File: config.mk
export PLATFORM = sky130hd
export DESIGN_NAME = burst_sram_front
export DESIGN_NICKNAME = d
export VERILOG_FILES = /design/src/rtl/bsram_pkg.sv /design/src/rtl/bsram_burst_ctr.sv /design/src/rtl/bsram_lane_mem.sv /design/src/rtl/burst_sram_front.sv
export SDC_FILE = /design/constraint.sdc
export NUM_CORES = 2
export LEC_CHECK = 0
export BUFFER_PORTS_ARGS = -buffer_cell sky130_fd_sc_hd__clkbuf_2
export CORE_MARGIN = 10
export CORE_UTILIZATION = 35
export DETAILED_ROUTE_END_ITERATION = 8
export HOLD_SLACK_MARGIN = 0.06
export PLACE_DENSITY = 0.59
export RECOVER_POWER = 50
export SLEW_MARGIN = 30
export SYNTH_ARGS = -nofsm -noshare
export SYNTH_HDL_FRONTEND = slang
export SYNTH_HIERARCHICAL = 1
export SYNTH_MEMORY_MAX_BITS = 65536
export SYNTH_SLANG_ARGS = --single-unit
File: constraint.sdc
create_clock -name clk -period 4.6 [get_ports clk]
set_input_delay 0.92 -clock clk [delete_from_list [all_inputs] [get_ports clk]]
set_output_delay 0.92 -clock clk [all_outputs]
set_load 0.02 [all_outputs]
File: src/rtl/bsram_pkg.sv
package bsram_pkg;

  // Low address bits for a given beat of a 4-beat wrap-around burst.
  function automatic logic [1:0] burst_low(input logic [1:0] start,
                                           input logic [1:0] beat,
                                           input logic       ilv);
    return ilv ? (start ^ beat) : (start + beat);
  endfunction

  // Lane write request: global write overrides the per-lane select.
  function automatic logic lane_write(input logic glob, input logic bwe,
                                      input logic sel);
    return glob | (bwe & sel);
  endfunction

endpackage

File: src/rtl/bsram_burst_ctr.sv
module bsram_burst_ctr (
  input  logic       clk,
  input  logic       rst_n,
  input  logic       load,
  input  logic       step,
  input  logic [1:0] start_low,
  input  logic       ilv,
  output logic [1:0] beat_o,
  output logic [1:0] low_o
);
  logic [1:0] start_q;
  logic [1:0] beat_q;

  always_ff @(posedge clk or negedge rst_n) begin
    if (!rst_n) begin
      start_q <= 2'd0;
      beat_q  <= 2'd0;
    end else if (load) begin
      start_q <= start_low;
      beat_q  <= 2'd0;
    end else if (step) begin
      beat_q  <= beat_q + 2'd1;
    end
  end

  assign beat_o = beat_q;
  assign low_o  = bsram_pkg::burst_low(start_q, beat_q, ilv);
endmodule

File: src/rtl/bsram_lane_mem.sv
module bsram_lane_mem #(
  parameter int ADDR_W = 8,
  parameter int LANE_W = 9
) (
  input  logic              clk,
  input  logic              we,
  input  logic [ADDR_W-1:0] addr,
  input  logic [LANE_W-1:0] wdata,
  output logic [LANE_W-1:0] rdata
);
  localparam int DEPTH = 1 << ADDR_W;

  logic [LANE_W-1:0] mem [DEPTH];

  always_ff @(posedge clk) begin
    if (we) mem[addr] <= wdata;
    rdata <= mem[addr];
  end
endmodule

File: src/rtl/burst_sram_front.sv
module burst_sram_front #(
  parameter int ADDR_W = 8,
  parameter int LANE_W = 9
) (
  input  logic                  clk,
  input  logic                  rst_n,
  input  logic [ADDR_W-1:0]     addr_i,
  input  logic                  cpu_ads,
  input  logic                  ctl_ads,
  input  logic                  adv,
  input  logic                  mode_ilv,
  input  logic                  glob_wr,
  input  logic                  byte_wr,
  input  logic [1:0]            lane_sel,
  input  logic                  ce_a,
  input  logic                  ce_b,
  input  logic                  ce_c_n,
  input  logic                  oe,
  input  logic                  sleep,
  input  logic [2*LANE_W-1:0]   dq_i,
  output logic [2*LANE_W-1:0]   dq_o,
  output logic                  dq_oe
);
  localparam int LANES = 2;

  // Named events for the checker
  logic              sel_now;
  logic              start_evt;
  logic              adv_evt;
  logic              en_q;
  logic              drv_q;
  logic              wr_any;
  logic [1:0]        beat;
  logic [1:0]        low;
  logic [ADDR_W-1:2] base_hi;
  logic [ADDR_W-1:0] cur_addr;
  logic [LANES-1:0]  lane_we;

  assign sel_now   = ce_a & ce_b & ~ce_c_n;
  assign start_evt = ~sleep & ((cpu_ads & sel_now) | ctl_ads);
  assign adv_evt   = ~sleep & ~start_evt & adv;

  always_ff @(posedge clk or negedge rst_n) begin
    if (!rst_n) begin
      base_hi <= '0;
      en_q    <= 1'b0;
      drv_q   <= 1'b0;
    end else begin
      if (start_evt) begin
        base_hi <= addr_i[ADDR_W-1:2];
        en_q    <= sel_now;
      end
      drv_q <= en_q & ~sleep & ~wr_any;
    end
  end

  bsram_burst_ctr u_ctr (
    .clk       (clk),
    .rst_n     (rst_n),
    .load      (start_evt),
    .step      (adv_evt),
    .start_low (addr_i[1:0]),
    .ilv       (mode_ilv),
    .beat_o    (beat),
    .low_o     (low)
  );

  assign cur_addr = {base_hi, low};

  for (genvar k = 0; k < LANES; k++) begin : g_lane
    assign lane_we[k] = ~sleep & en_q &
                        bsram_pkg::lane_write(glob_wr, byte_wr, lane_sel[k]);
    bsram_lane_mem #(.ADDR_W(ADDR_W), .LANE_W(LANE_W)) u_mem (
      .clk   (clk),
      .we    (lane_we[k]),
      .addr  (cur_addr),
      .wdata (dq_i[k*LANE_W +: LANE_W]),
      .rdata (dq_o[k*LANE_W +: LANE_W])
    );
  end

  assign wr_any = |lane_we;
  assign dq_oe  = drv_q & oe & ~sleep;
endmodule

Word level (Yosys, flattened, before mapping)
Memory sizes are Yosys's and may differ from the RTL's. A register that Yosys moved wholly into a read port is not among the register bits.
Cells that the tools add are included.

operators by class
  add/sub/neg operators = 2
  mux-type cells = 7
  bitwise operators = 22
  reduce and logical (&&, ||, !) cells = 2

operators with widths
  operator                                                       count
  1-bit AND                                                      14
  2-bit 2-to-1 mux                                               3
  1-bit 2-to-1 mux                                               4
  1-bit inverter                                                 4
  1-bit bitwise OR                                               3
  2-bit by 1-bit adder with 2-bit output, second input constant  1
  2-bit adder                                                    1
  2-bit nonzero test                                             1
  2-bit OR reduction                                             1
  2-bit bitwise XOR                                              1

storage, ports and cells
  register bits after elaboration = 12
  memory bits (writable) = 4608
  input bits = 41
  output and inout bits = 19
  logic and storage cells = 40
  memories = 2

memories
  memory               words  bits a word  read ports  clocked after memory_dff  wr ports  RTL line              RTL
  g_lane[0].u_mem.mem  256    9            1           1                         1         bsram_lane_mem.sv:13  logic [LANE_W-1:0] mem [DEPTH];
  g_lane[1].u_mem.mem  256    9            1           1                         1         bsram_lane_mem.sv:13

Depth between registers and ports, before layout
  depth after elaboration = 10
  depth in mapped cells = 12
  mapped depth without buffers = 8

Cells and area by module
Netlist, hierarchy kept.

modules (own cells, without submodules)
  module            instances  cells each  area each (sq um)  seq. area each (sq um)
  bsram_lane_mem    2          3945        88016.9            69366.5
  burst_sram_front  1          32          387.9              200.2
  bsram_burst_ctr   1          15          197.7              100.1

Worst setup path after synthesis
OpenSTA, ideal clock, no wires.

  path kind = input to register
  from = input mode_ilv
  to = memory g_lane[0].u_mem.mem[107][0], enable pin
  library setup time = 0.374 ns
  arrival time = 3.107 ns
  required time = 4.226 ns
  slack = 1.119 ns
  cell stages on the path = 11
  buffers on the path = 5
  path through = nor2b_1 xnor2_1 clkbuf_1 clkbuf_1 buf_2 nand2_1 clkbuf_1 nor2_1 nand2_1 clkbuf_1 nor2_1

between the ends
  cells in the longest elaborated chain, start to end = 1

ends and longest elaborated chain
  item              RTL line                RTL
  from (decl)       burst_sram_front.sv:11  input logic mode_ilv,
  2-bit 2-to-1 mux  bsram_pkg.sv:7          return ilv ? (start ^ beat) : (start + beat);
  named net low[1]  burst_sram_front.sv:34  logic [1:0] low;
  to (decl)         bsram_lane_mem.sv:13

The timed path passes the listed nets, and every way through them passes these cells.

Worst setup path in the final report
  from = register u_ctr.beat_q[0] (netlist: u_ctr/beat_o[0])
  to = register g_lane[1].u_mem.rdata[5] (read register of g_lane[1].u_mem.mem)

between the ends
  cells in the longest elaborated chain, start to end = 2
  elaborated cells between the ends (all ways) = 3
  classes of those cells = 1 x add/sub; 1 x mux; 1 x bitwise

ends and longest elaborated chain
  item                                                     RTL line                RTL
  from (decl)                                              bsram_burst_ctr.sv:12   logic [1:0] beat_q;
  from (signal assigned)                                   bsram_burst_ctr.sv:22   beat_q <= beat_q + 2'd1;
  2-bit adder / 2-bit bitwise XOR (equally long branches)  bsram_pkg.sv:7
  2-bit 2-to-1 mux *                                       bsram_pkg.sv:7
  named net low[0]                                         burst_sram_front.sv:34
  to (decl)                                                bsram_lane_mem.sv:9     output logic [LANE_W-1:0] rdata

Mark *: on every way through the listed nets, which the timed path passes. The rest lies on a longest branch.
A chain may end at the register's enable or synchronous reset.

==> impl_summary.log <==
[metrics] number of nets produced by synthesis: 7979
[metrics] clock slew seen by the registers of the worst setup and hold paths: 0.06 ns
[metrics] core utilization of the finished layout: 40.90%
[metrics] number of cells produced by synthesis: 7937
[metrics] post-CTS setup buffers: 0
[metrics] final max-slew violation count: 2429
[metrics] clock sink total: 4638
[metrics] Placement Rows: 260
[metrics] Distinct cells, synth: 34
[metrics] vias in the first global route: 88850
[metrics] share of synthesized area occupied by flip-flops and latches: 78.72%
[metrics] Final period util: 96.36%
[metrics] clk root buf: sky130_fd_sc_hd__clkbuf_16
[metrics] synth warn: 6
[metrics] post-place instance area: 0.1911 mm2
[metrics] crit end category: register
[metrics] largest fanout of any net on the critical path: 23
[metrics] Layout Nets: 8818
[metrics] critical path type: reg -> reg
[metrics] VDD IR-drop max: 0.3702 mV
[metrics] min Tclk post-route: 4.433 ns
[metrics] half-perimeter wire length after placement: 272800 um
[metrics] H-tree depth reported by CTS: 5
[metrics] pwr/cell area: 484.5 mW/mm2
[metrics] floorplan die width: 730.4 um
[metrics] gate family responsible for the most delay along the worst path: compound AO/OA/AOI/OAI gates
[metrics] CTS tree: done
[metrics] RR Startpoint: u_ctr/beat_o[0]
[metrics] drt first-iter violations: 10127
[metrics] instance count along the most critical hold path: 2
[metrics] setup total negative slack: 0 ns
[metrics] Core Footprint: 0.5023 mm2
[metrics] worst hold path startpoint: ce_c_n
[metrics] CP peak stage delay: 1.03 ns
[metrics] area of the mapped netlist: 0.1766 mm2
[metrics] Critical Path, Cell by Cell: ha_4, buf_12, buf_4, buf_4, mux4_2, a22oi_1, a21oi_1, o41ai_1, buf_4, nand4_1
[metrics] number of routed nets with antenna violations: 0
[metrics] final number of hold-violating endpoints: 0
[metrics] number of clock buffers inserted by TritonCTS: 442
[metrics] #FFs+latches synth: 4638
[metrics] via count: 86490
[metrics] max-cap violations: 35
[metrics] setup-violating endpoint count in the final report: 0
[metrics] quantity of I/O buffers inserted on ports: 59
[metrics] leakage power total: 62.95 nW
[metrics] number of antenna violations at the first check in global routing: 17
[metrics] routability-driven placement congestion ratio: 0.8129
[metrics] sum of buffers and inverters on the critical path: 4
[metrics] die height: 730.4 um
[metrics] worst min path class: in -> reg
[metrics] commonest non-fill, non-tap cell in the layout: sky130_fd_sc_hd__edfxtp_1
[metrics] overall die area: 0.5334 mm2
[metrics] final wirelength: 446700 um
[metrics] commonest cells after routing, fill and taps aside: sky130_fd_sc_hd__edfxtp_1, sky130_fd_sc_hd__mux4_2, sky130_fd_sc_hd__buf_4
[metrics] WL per Instance: 28.22 um
[metrics] flip-flop and latch area: 0.1390 mm2
[metrics] violated checks: capacitance limit, slew limit
[metrics] Final Cell Area: 0.2054 mm2
[metrics] number of placed I/O pins: 60
[metrics] setup slack on the worst flop-to-flop path: 0.17 ns
[metrics] normalized max-slew margin: -183.6%
[metrics] start point of the critical path: u_ctr/beat_o[0]
[metrics] Layout fillers: 43507
[metrics] post-layout total power: 99.52 mW
[metrics] highest attainable clock frequency: 0.2256 GHz
[metrics] pin slew with the least headroom to its limit: 4.254 ns
[metrics] worst endpoint required time: 5.51 ns
[metrics] clock insertion delay at the later pin of the skew report: 1.03 ns
[metrics] critical path arrival: 5.34 ns
[metrics] total gr overflow: 0
[metrics] count of TritonRoute iterations in the first routing pass: 6
[metrics] cell count of the worst reg-to-reg path: 10
[metrics] area growth from synthesis to layout: 16.30%
[metrics] Vias/cell: 5.463
[metrics] maximum number of pins on one net before global-route repair: 152
[metrics] endpoint with the worst hold slack: en_q
[metrics] final setup skew: 0.08871 ns
[metrics] maximum buffer depth of the clock tree: 4
[metrics] Total Routing Usage GR: 16.31%
[metrics] run status: finished, violations left
[metrics] starting density of the core: 35.16%
[metrics] cell with the largest stage delay on the worst path: sky130_fd_sc_hd__o41ai_1
[metrics] CP most frequent cell: sky130_fd_sc_hd__buf_4
[metrics] worst reg2reg path endpoint: g_lane[1].u_mem/rdata[5]
[metrics] Critical Path Start Type: register
[metrics] DRC: 0
[metrics] layout cells sized above 1: 30.00%
[metrics] setup repair after global routing missed its margin: no
[metrics] syn avg cell area: 22.25 um2
[metrics] global-route wire length before repair: 648600 um
[metrics] multi-input gate area in the final layout: 0.03558 mm2
## synthesized netlist by cell type
cell type / n / share of area (%)
sky130_fd_sc_hd__inv_1: 3 / 0.0064
sky130_fd_sc_hd__mux4_2: 1152 / 15
sky130_fd_sc_hd__and3_2: 1 / 0.0043
sky130_fd_sc_hd__o21ai_0: 1 / 0.0028
sky130_fd_sc_hd__clkbuf_1: 322 / 0.68
sky130_fd_sc_hd__nand3b_1: 1 / 0.0043
sky130_fd_sc_hd__or3_1: 2 / 0.0071
sky130_fd_sc_hd__nor2b_1: 15 / 0.053
sky130_fd_sc_hd__nand2_1: 58 / 0.12
sky130_fd_sc_hd__nand4b_4: 1 / 0.013
sky130_fd_sc_hd__a21oi_1: 290 / 0.82
sky130_fd_sc_hd__buf_4: 30 / 0.13
sky130_fd_sc_hd__nand4_1: 18 / 0.064
sky130_fd_sc_hd__dfrtp_1: 12 / 0.17
sky130_fd_sc_hd__ha_1: 1 / 0.0071
sky130_fd_sc_hd__xnor2_1: 3 / 0.015
sky130_fd_sc_hd__edfxtp_1: 4608 / 78
sky130_fd_sc_hd__dfxtp_1: 18 / 0.20
sky130_fd_sc_hd__nor2_1: 470 / 1.0
sky130_fd_sc_hd__nand2b_1: 13 / 0.046
sky130_fd_sc_hd__buf_1: 52 / 0.11
sky130_fd_sc_hd__o21a_1: 1 / 0.0043
sky130_fd_sc_hd__a22oi_1: 576 / 2.4
sky130_fd_sc_hd__buf_2: 100 / 0.28
sky130_fd_sc_hd__nand3_1: 26 / 0.074
sky130_fd_sc_hd__a21bo_1: 1 / 0.0057
sky130_fd_sc_hd__a21oi_4: 1 / 0.0092
sky130_fd_sc_hd__a21oi_2: 1 / 0.0050
sky130_fd_sc_hd__buf_6: 8 / 0.051
sky130_fd_sc_hd__or2_2: 4 / 0.014
sky130_fd_sc_hd__and2_1: 6 / 0.021
sky130_fd_sc_hd__mux2_2: 8 / 0.051
sky130_fd_sc_hd__o41ai_1: 73 / 0.36
sky130_fd_sc_hd__nor3_1: 61 / 0.17
## registers in the layout, indices dropped and copies added (netlist names)
signal and cells:
g_lane.u_mem/mem 4608, g_lane.u_mem/rdata 18, base_hi 6, u_ctr/beat_o 2, u_ctr/start_q 2, drv_q 1
en_q 1
## cell families after synthesis
kind of cell / after synthesis / synth area share [%]
AO/OA/AOI/OAI: 944 / 3.659
XOR/XNOR: 3 / 0.01488
adder cells (fa/ha/maj): 1 / 0.007083
buffers and inverters: 515 / 1.263
flip-flops: 4638 / 78.72
multiplexers: 1160 / 14.74
AND/OR/NAND/NOR: 676 / 1.596
## metrics by stage
step / hold slack [ns] / setup WS [ns] / instances
after floorplan: 0.4679 / 1.119 / 7937
after global placement: 0.4893 / -0.1460 / 14995
after detailed placement: 0.5218 / 0.09827 / 14999
after CTS: 0.06046 / 0.1570 / 15821
after global routing: 0.1402 / 0.03273 / 15831
final: 0.1584 / 0.1673 / 15832
## final cells by class
| cell class | instances | share of cell area [%] |
|---|---|---|
| sequential | 4638 | 67.69 |
| multi-input combinational | 2784 | 17.32 |
| clock buffer | 524 | 5.606 |
| tap | 6681 | 4.070 |
| timing repair buffer | 907 | 3.864 |
| clock inverter | 293 | 1.444 |
| inverter | 3 | 0.005482 |
| antenna | 2 | 0.002436 |
## how the worst max path moves through the flow
stage / end / slack (ns) / cells past startpoint
2_1_floorplan: g_lane[0].u_mem/mem[107][0] / 1.12 / 11
3_3_place_gp: g_lane[0].u_mem/rdata[5] / -0.15 / 13
3_5_place_dp: g_lane[1].u_mem/rdata[1] / 0.1 / 12
4_1_cts: g_lane[1].u_mem/rdata[1] / 0.16 / 9
5_1_grt: g_lane[1].u_mem/rdata[5] / 0.03 / 10
6_report: g_lane[1].u_mem/rdata[5] / 0.17 / 10
## per-layer routing
layer / track usage, % / share of wire (%)
met4: 4.505 / 3.0
met5: 0 / 0.0025
met2: 26.07 / 48
met1: 22.90 / 41
met3: 3.156 / 8.4
## power breakdown
part / internal [mW] / switching (mW) / leakage [nW]
logic: 7.33 / 8.97 / 14.2
clock network: 20.5 / 15.8 / 7.06
registers: 46.6 / 0.272 / 41.7
total: 74.5 / 25.0 / 62.9
## what timing repair did
item / in CTS / in global routing
gates resized for setup: 0 / 0
hold buffers: 5 / 0
endpoints found under the hold margin: 16 / 0
(Power assumes the default switching activity.)
